[config.mk]
export PLATFORM = sky130hd
export DESIGN_NAME = dissem_barrier
export DESIGN_NICKNAME = d
export VERILOG_FILES = /design/src/rtl/dissem_barrier.sv
export SDC_FILE = /design/constraint.sdc
export NUM_CORES = 1
export LEC_CHECK = 0
export CAP_MARGIN = 20
export CORE_AREA = 8 8 92 94
export CTS_CLUSTER_SIZE = 12
export DETAILED_ROUTE_END_ITERATION = 10
export DIE_AREA = 0 0 100 102
export PLACE_DENSITY = 0.73
export SYNTH_ARGS = -nofsm -noshare
export SYNTH_HDL_FRONTEND = slang
export SYNTH_SLANG_ARGS = --single-unit
[constraint.sdc]
create_clock -name clk -period 2 [get_ports clk]
set_clock_uncertainty 0.15 [all_clocks]
set_input_delay 0.3 -clock clk [delete_from_list [all_inputs] [get_ports clk]]
set_output_delay 0.3 -clock clk [all_outputs]
set_load 0.01 [all_outputs]
[src/rtl/dissem_barrier.sv]
module dissem_barrier #(
  parameter int P = 8
) (
  input  logic         clk,
  input  logic         rst_n,
  input  logic [P-1:0] arrive,
  output logic [P-1:0] release_o
);

  localparam int L  = (P > 1) ? $clog2(P) : 1;
  localparam int RW = (L > 1) ? $clog2(L) : 1;

  logic [P-1:0]  busy;
  logic [P-1:0]  sent;
  logic [P-1:0]  sense;
  logic [RW-1:0] rnd [P];
  logic [L-1:0]  flg [P];

  always_ff @(posedge clk) begin
    if (!rst_n) begin
      busy      <= '0;
      sent      <= '0;
      sense     <= '0;
      release_o <= '0;
      for (int i = 0; i < P; i++) begin
        rnd[i] <= '0;
        flg[i] <= '0;
      end
    end else begin
      for (int t = 0; t < P; t++) begin
        for (int k = 0; k < L; k++) begin
          int w;
          w = (t - (1 << k) + P) % P;
          if (busy[w] && !sent[w] && rnd[w] == RW'(k))
            flg[t][k] <= ~sense[w];
        end
      end
      for (int i = 0; i < P; i++) begin
        release_o[i] <= 1'b0;
        if (!busy[i]) begin
          if (arrive[i]) begin
            busy[i] <= 1'b1;
            sent[i] <= 1'b0;
            rnd[i]  <= '0;
          end
        end else if (!sent[i]) begin
          sent[i] <= 1'b1;
        end else if (flg[i][rnd[i]] == ~sense[i]) begin
          sent[i] <= 1'b0;
          if (rnd[i] == RW'(L - 1)) begin
            busy[i]      <= 1'b0;
            sense[i]     <= ~sense[i];
            release_o[i] <= 1'b1;
            rnd[i]       <= '0;
          end else begin
            rnd[i] <= rnd[i] + 1'b1;
          end
        end
      end
    end
  end

endmodule

# Word level (Yosys, flattened, before mapping)

Memories as Yosys holds them, arrays and structs flattened.
Index checks and enable logic that the tools add are counted.
Widths: inputs -> output; s select.

Register bits after elaboration: 32
Memory bits (writable): 40
Input bits: 10
Output and inout port bits: 8
Word-level logic and storage cells: 501
Memories kept: 2

Add/subtract/negate cells: 8
Magnitude comparators: 8
Equality and inequality tests: 24
Mux-type cells: 321
Bitwise operators: 56
Reductions and logical operators: 64

Memory list:

| name | words | bits a word | rd ports | clocked after memory_dff | write ports | line | text |
|---|---|---|---|---|---|---|---|
| flg  | 8     | 3           | 8        | 0                        | 8           | 17   | `logic [L-1:0] flg [P];` |
| rnd  | 8     | 2           | 8        | 0                        | 8           | 16   | `logic [RW-1:0] rnd [P];` |

Operators with widths:

| cell                | number |
|---|---|
| $mux 1              | 289 |
| $mux 2              | 24 |
| $or 1x1->1          | 48 |
| $logic_and 1x1->1   | 32 |
| $reduce_and 4->1    | 8 |
| $lt 2x3->1 const B  | 8 |
| $add 2x1->2 const B | 8 |
| $bmux 1 s2          | 8 |
| $eq 2x1->1 const B  | 8 |
| $eq 2x2->1 const B  | 8 |
| $logic_not 2->1     | 8 |
| $reduce_bool 2->1   | 8 |
| $eq 1x1->1          | 8 |
| $logic_not 1->1     | 8 |
| $not 1->1           | 8 |

# Logic depth before layout (Yosys ltp)

Gate-level depths: netlist of run 1.
An unclocked memory read counts as a cell.

Depth after elaboration: 11
Depth in mapped cells: 6
Gate-level depth less buffers: 6

# Least setup slack after synthesis of run 1

Ideal clock, no wire load.

Path kind: register to register
Start: mem rnd[1][7] (netlist name)
End: mem rnd[1][6] (netlist name) (enable)
Setup time: 0.272 ns
Arrival time: 1.357 ns
Required time: 1.578 ns
Slack: 0.221 ns
Stages on the path, launching flop included: 5
Buffers on the path: 0
Clock period less this slack: 1.779 ns
Cell sequence: edfxtp_1 -> mux2_4 -> a21oi_4 -> mux2i_2 -> nand3_1

RTL lines:

| what        | line |
|---|---|
| from (decl) | 16 |

==> flow_summary.ini, run 1 <==
[floorplan]
num_rows = 31
die_y_um = 102
fp.coreArea_sq_um = 7060
die_area_sq_um = 10200
io_pins = 18
die_w_um = 100
start_util_pct = 53.5

[power_and_ir_drop]
internal_power_uw = 2530
combPwrFrac_pct = 11.0
p_sw_share_pct = 24.1
powerDensity_nw_per_um2 = 778
p_leak_uw = 0.00168
ir_worst_vdd_v = 0.000427
p_switching_uw = 804
sequentialPowerShare_pct = 51.7
power_frac_clock_pct = 37.4

[worst_hold_path]
holdPathEnd = sense[4]
hold_depth = 3
worstHoldStart = rst_n
hold_path_class = in2reg

[placement]
io_buffer_count = 17
place_hpwl_um = 5120
gp_congestion = 0.830
dp_cells = 488

[sta]
slew_violations = 0
period_share_pct = 93.8
fin_setup_tns_ns = 0
worst_pin_slew_ns = 0.493
clock.fmax_mhz = 533
slew_headroom_pct = 66.9
post-route-min-period_ns = 1.88
rsz0062_at_grt = false
hold_viol_final = 0
setup_violations = 0

[route]
via_per_inst = 5.42
drt_iter0_markers = 132
num_vias = 2734
drt_pre_antenna_iters = 4
wire_per_inst_um = 13.9
antenna_left = 0
routed_wl_um = 6990
post-route-drc-count = 0

[worst_setup_path]
r2r-start = rnd[0][0]
worstSetupStartpointType = register
slowest_delay_ns = 0.46
worst-setup-path-type = reg2reg
worst_setup_path_end_kind = register
r2r_setup_slack_ns = 0.12
cp.arrival_ns = 1.78
crit_fanout = 6
path_cells = mux2i_1 -> o21ai_2 -> xnor2_1 -> o221ai_1
cp_slowest_cell = edfxtp_1
worstPathRequired_ns = 1.90
timing.rr.end = rnd[0][0]
worst_r2r_path_depth = 4

[logic_synthesis]
synth.cell_area_sq_um = 3780
ys_warn_count = 0
netlist_instances = 381
ys_top_cells_by_count = 65 x nand2_1, 40 x edfxtp_1, 33 x inv_1
synthArstFlopShare_pct = 0
synthFlopType = edfxtp_1
ys_ff_latch = 72
syn_area_per_cell_sq_um = 9.92
synth.area.top_cells = edfxtp_1 32%, dfxtp_1 17%, ha_1 7.9%
synthesis.nets = 415
yosysSeqAreaShare_pct = 48.7
synth_top_area_share_pct = 31.8
yosysMostFrequentCell = nand2_1
yosysTopAreaCell = edfxtp_1
synth_edf_count = 40
ys_types = 40

[outcome]
outcome = completed

[cts]
clock-root-buffer = clkbuf_8
worstSkewPairLatency_ns = 0.35
htree_num_levels = 3
cts_made_buffers = 9
cts_tree = built
cts.sinks = 72
clk_path_buf_depth = 2
postCtsSetupBuffers = 0
clk_pin_slew_ns = 0.07

[layout]
fin_cells = 504
nNetsFinal = 434
final_layout_size_suffix_gt1_share_pct = 9.63
synthToLayoutAreaGrowth_pct = 13.4
diodes = 0

[global_route]
track_usage_pct = 14.8
grt_pass1_wl_um = 11700
grt_start_max_net_pins = 32
grt_overflow = 0
antenna_found_initial = 0
grt_pass1_vias = 2567

[run]
timing.max_cap.violations = 0
[worst max path at each step]
stage,startpoint,end
2_1_floorplan,rnd[1][7],rnd[1][6]
3_3_place_gp,rnd[0][2],rnd[0][2]
3_5_place_dp,rnd[0][2],rnd[0][2]
4_1_cts,rnd[0][2],rnd[0][2]
5_1_grt,rnd[0][0],rnd[0][0]
6_report,rnd[0][0],rnd[0][0]
[critical path, delay by kind of cell, from the launching register on]
family | cells | cell delay [ns]
flip-flops | 1 | 0.46
AO/OA/AOI/OAI | 2 | 0.35
multiplexers | 1 | 0.21
XOR/XNOR | 1 | 0.41
[what timing repair did]
| item | in CTS | in global routing |
|---|---|---|
| hold buffers | 0 | 0 |
| endpoints found under the setup margin | 0 | 6 |
| resized for setup | 0 | 3 |
[layer usage]
layer / track usage [%] / up-vias / share of wire, %
met5: 0 / - / 0
li1: - / 1385 / -
met3: 4.90 / 11 / 4.3
met2: 24.9 / 51 / 49
met1: 17.1 / 1287 / 45
met4: 5.58 / 0 / 1.4
[state kept, by name, summed over array words and instances (netlist names)]
signal	cells
release_o	8
sent	8
flg	24
rnd	16
sense	8
busy	8
[stage by stage]
stage / power [uW] / setup WS (ns) / hold WS, ns / utilization, % / instance area, sq um
floorplan: 2000 / 0.221 / 0.329 / - / 3780
global route: 3490 / 0.0156 / 0.208 / 60.7 / 4290
detailed placement: 2110 / 0.0905 / 0.378 / 57.4 / 4050
finish: 3330 / 0.125 / 0.208 / 60.7 / 4290
CTS: 3360 / 0.0657 / 0.192 / 60.4 / 4260
global placement: 2100 / 0.115 / 0.362 / 57.4 / 4050
[layout make-up]
class	count	area, sq um
clock inverter	4	67.6
clock buffer	12	145
multi-input combinational	262	1780
timing repair buffer	22	203
sequential	72	1840
inverter	33	124
tap	99	124
fill	619	2770
[cell families after synthesis]
family,after synthesis,share of synthesized area [%]
xor+xnor,7,1.62
flops,72,48.7
compound gates,42,9.30
buf+inv,47,4.77
fa+ha+maj,24,7.94
mux,16,4.47
simple gates,173,23.2
[cell usage in the layout (no fill, tap or decap), types with 3 or more instances in the layout]
| cell | instances |
|---|---|
| nand2_1 | 65 |
| mux2i_1 | 14 |
| nand3_1 | 9 |
| clkbuf_8 | 10 |
| o21ai_1 | 3 |
| o21ai_0 | 8 |
| and2_1 | 7 |
| nor2_1 | 22 |
| o221ai_1 | 6 |
| edfxtp_1 | 40 |
| dfxtp_1 | 32 |
| nand2b_1 | 8 |
| o221a_2 | 10 |
| nand3b_1 | 9 |
| buf_4 | 5 |
| nor4_1 | 15 |
| nor3_1 | 12 |
| nor3b_1 | 7 |
| o21ai_2 | 4 |
| ha_1 | 24 |
| nor2b_1 | 9 |
| clkdlybuf4s50_1 | 16 |
| a21oi_1 | 3 |
| and3_1 | 5 |
| xnor2_1 | 4 |
| inv_1 | 33 |
[power by group through the flow]
| stage | clock network [uW] | logic (uW) | registers, uW |
|---|---|---|---|
| final | 1250 | 366 | 1720 |
| after global routing | 1340 | 413 | 1740 |
| after CTS | 1280 | 361 | 1720 |
| after detailed placement | 0 | 360 | 1750 |
| after global placement | 0 | 349 | 1750 |
| after floorplan | 0 | 286 | 1720 |
(Power assumes the default switching activity.)
==> run 2: changes to the inputs <==
--- a/config.mk
+++ b/config.mk
@@ -10,7 +10,7 @@
 export CTS_CLUSTER_SIZE = 12
 export DETAILED_ROUTE_END_ITERATION = 10
 export DIE_AREA = 0 0 100 102
-export PLACE_DENSITY = 0.73
+export PLACE_DENSITY = 0.81
 export SYNTH_ARGS = -nofsm -noshare
 export SYNTH_HDL_FRONTEND = slang
 export SYNTH_SLANG_ARGS = --single-unit
==> run 2 against run 1 <==
Register-to-register slack lost 0.02 ns. Fmax shrank 1.2%. Sequential share of layout area grew 0.34 points. First-iteration DRC count grew 59%. Sequential power is essentially flat. Core utilization shrank 0.48 points. Count of clock-buffer cells in the layout shrank 2. Die area is the same.
==> flow_summary.ini, run 2 (synthesized netlist as in run 1, its figures left out) <==
[layout]
final_common_cell = nand2_1
nNetsFinal = 432
largest_register_ffs = 24
largest-register = flg
final_cell_mix = 65 x nand2_1, 40 x edfxtp_1, 33 x inv_1
synthToLayoutAreaGrowth_pct = 12.5
fin_util_pct = 60.2
final_layout_size_suffix_gt1_share_pct = 10.4
reg_top3 = flg (24), rnd (16)
diodes = 0

[route]
routed_wl_um = 7040
antenna_left = 0
drt_iter0_markers = 210
num_vias = 2747
post-route-drc-count = 0
via_per_inst = 5.47
wire_per_inst_um = 14.0
drt_pre_antenna_iters = 4

[power_and_ir_drop]
sequentialPowerShare_pct = 55.9
combPwrFrac_pct = 12.1
ir_worst_vdd_v = 0.000512
powerDensity_nw_per_um2 = 724
p_leak_uw = 0.00167
p_switching_uw = 831
internal_power_uw = 2250
p_sw_share_pct = 27.0
power_frac_clock_pct = 32.0

[sta]
fin_setup_tns_ns = 0
slew_headroom_pct = 68.1
rsz0062_at_grt = false
slew_violations = 0
post-route-min-period_ns = 1.90
worst_pin_slew_ns = 0.475
setup_violations = 0
clock.fmax_mhz = 527
period_share_pct = 94.9
hold_viol_final = 0

[cts]
clock-root-buffer = clkbuf_8
clk_pin_slew_ns = 0.08
clk_path_buf_depth = 2
cts_tree = built
worstSkewPairLatency_ns = 0.34
cts_made_buffers = 9
cts_hold_buffers = 0
cts.sinks = 72
htree_num_levels = 3

[worst_setup_path]
path_delay_family = multiplexers
worstSetupStartpointType = register
worst_setup_path_end_kind = register
path_cells = mux2_4 -> a21oi_4 -> mux2i_2 -> nand3_1
worst-setup-path-type = reg2reg
cp_slowest_cell = edfxtp_1
cp.arrival_ns = 1.82
slowest_delay_ns = 0.44
worstPathRequired_ns = 1.92
worst-path-buf-inv = 0
crit_fanout = 5

[global_route]
grt_start_max_net_pins = 65
grt_pass1_vias = 2709
grt_pass1_wl_um = 11900
track_usage_pct = 14.6
antenna_found_initial = 0
grt_overflow = 0

[run]
timing.max_cap.violations = 0

[placement]
gp_congestion = 0.866
place_hpwl_um = 5100
io_buffer_count = 17

[worst_hold_path]
hold_path_class = in2reg

[floorplan]
die_w_um = 100
fp.coreArea_sq_um = 7060
die_area_sq_um = 10200
start_util_pct = 53.5
io_pins = 18
die_y_um = 102
num_rows = 31

[outcome]
outcome = completed
## run 2: repair_timing
action / CTS / global route
gates resized for setup: 0 / 4
endpoints found under the setup margin: 0 / 8
buffers inserted: 0 / 0
## run 2: metrics by stage
stage	cell area, sq um	worst slack [ns]	instances	hold slack, ns	total power, uW
3_5_place_dp	4060	0.103	486	0.386	2120
2_1_floorplan	3780	0.221	381	0.329	2000
5_1_grt	4250	0.0283	502	0.308	3210
4_1_cts	4220	0.0930	502	0.274	3090
3_3_place_gp	4060	0.146	486	0.367	2100
6_report	4250	0.103	502	0.279	3080
## run 2: power by group through the flow
stage | clock (uW) | combinational, uW | sequential, uW
after detailed placement | 0 | 362 | 1750
after global routing | 1060 | 418 | 1730
final | 985 | 373 | 1720
after CTS | 1010 | 365 | 1720
after global placement | 0 | 347 | 1750
after floorplan | 0 | 286 | 1720
## run 2: layout make-up
type	instances	area [sq um]
Fill cell	579	2810
Sequential cell	72	1840
Multi-Input combinational cell	262	1790
Timing Repair Buffer	20	213
Clock buffer	10	128
Inverter	33	124
Tap cell	99	124
Clock inverter	6	35.0
## run 2: path summary, 6_finish.rpt
| path | start | endpoint | slack [ns] | cells past startpoint |
|---|---|---|---|---|
| worst min-delay path | rst_n | sense[4] | 0.28 | 3 |
| worst max-delay path | rnd[1][7] | rnd[1][7] | 0.10 | 4 |
| worst min register to register | sense[4] | sense[4] | 0.40 | 2 |
| worst max register to register | rnd[1][7] | rnd[1][7] | 0.10 | 4 |
## run 2: worst reg2reg max path, cell delays in order (launching register included)
cell,delay [ns]
edfxtp_1,0.44
mux2_4,0.34
a21oi_4,0.21
mux2i_2,0.34
nand3_1,0.17
## run 2: routing by layer
metal,vias up,track usage [%],part of all wire (%)
li1,1379,-,-
met1,1323,16.7,45
met2,36,25.6,51
met3,9,2.45,2.3
met4,0,7.67,1.9
met5,-,0,0
==> run 3: changes to the inputs <==
--- a/config.mk
+++ b/config.mk
@@ -10,6 +10,7 @@
 export CTS_CLUSTER_SIZE = 12
 export DETAILED_ROUTE_END_ITERATION = 10
 export DIE_AREA = 0 0 100 102
+export HOLD_SLACK_MARGIN = 0.02
 export PLACE_DENSITY = 0.81
 export SYNTH_ARGS = -nofsm -noshare
 export SYNTH_HDL_FRONTEND = slang
==> results of run 3 <==
No change in the layout: final DEF, timing and power equal those of run 2.
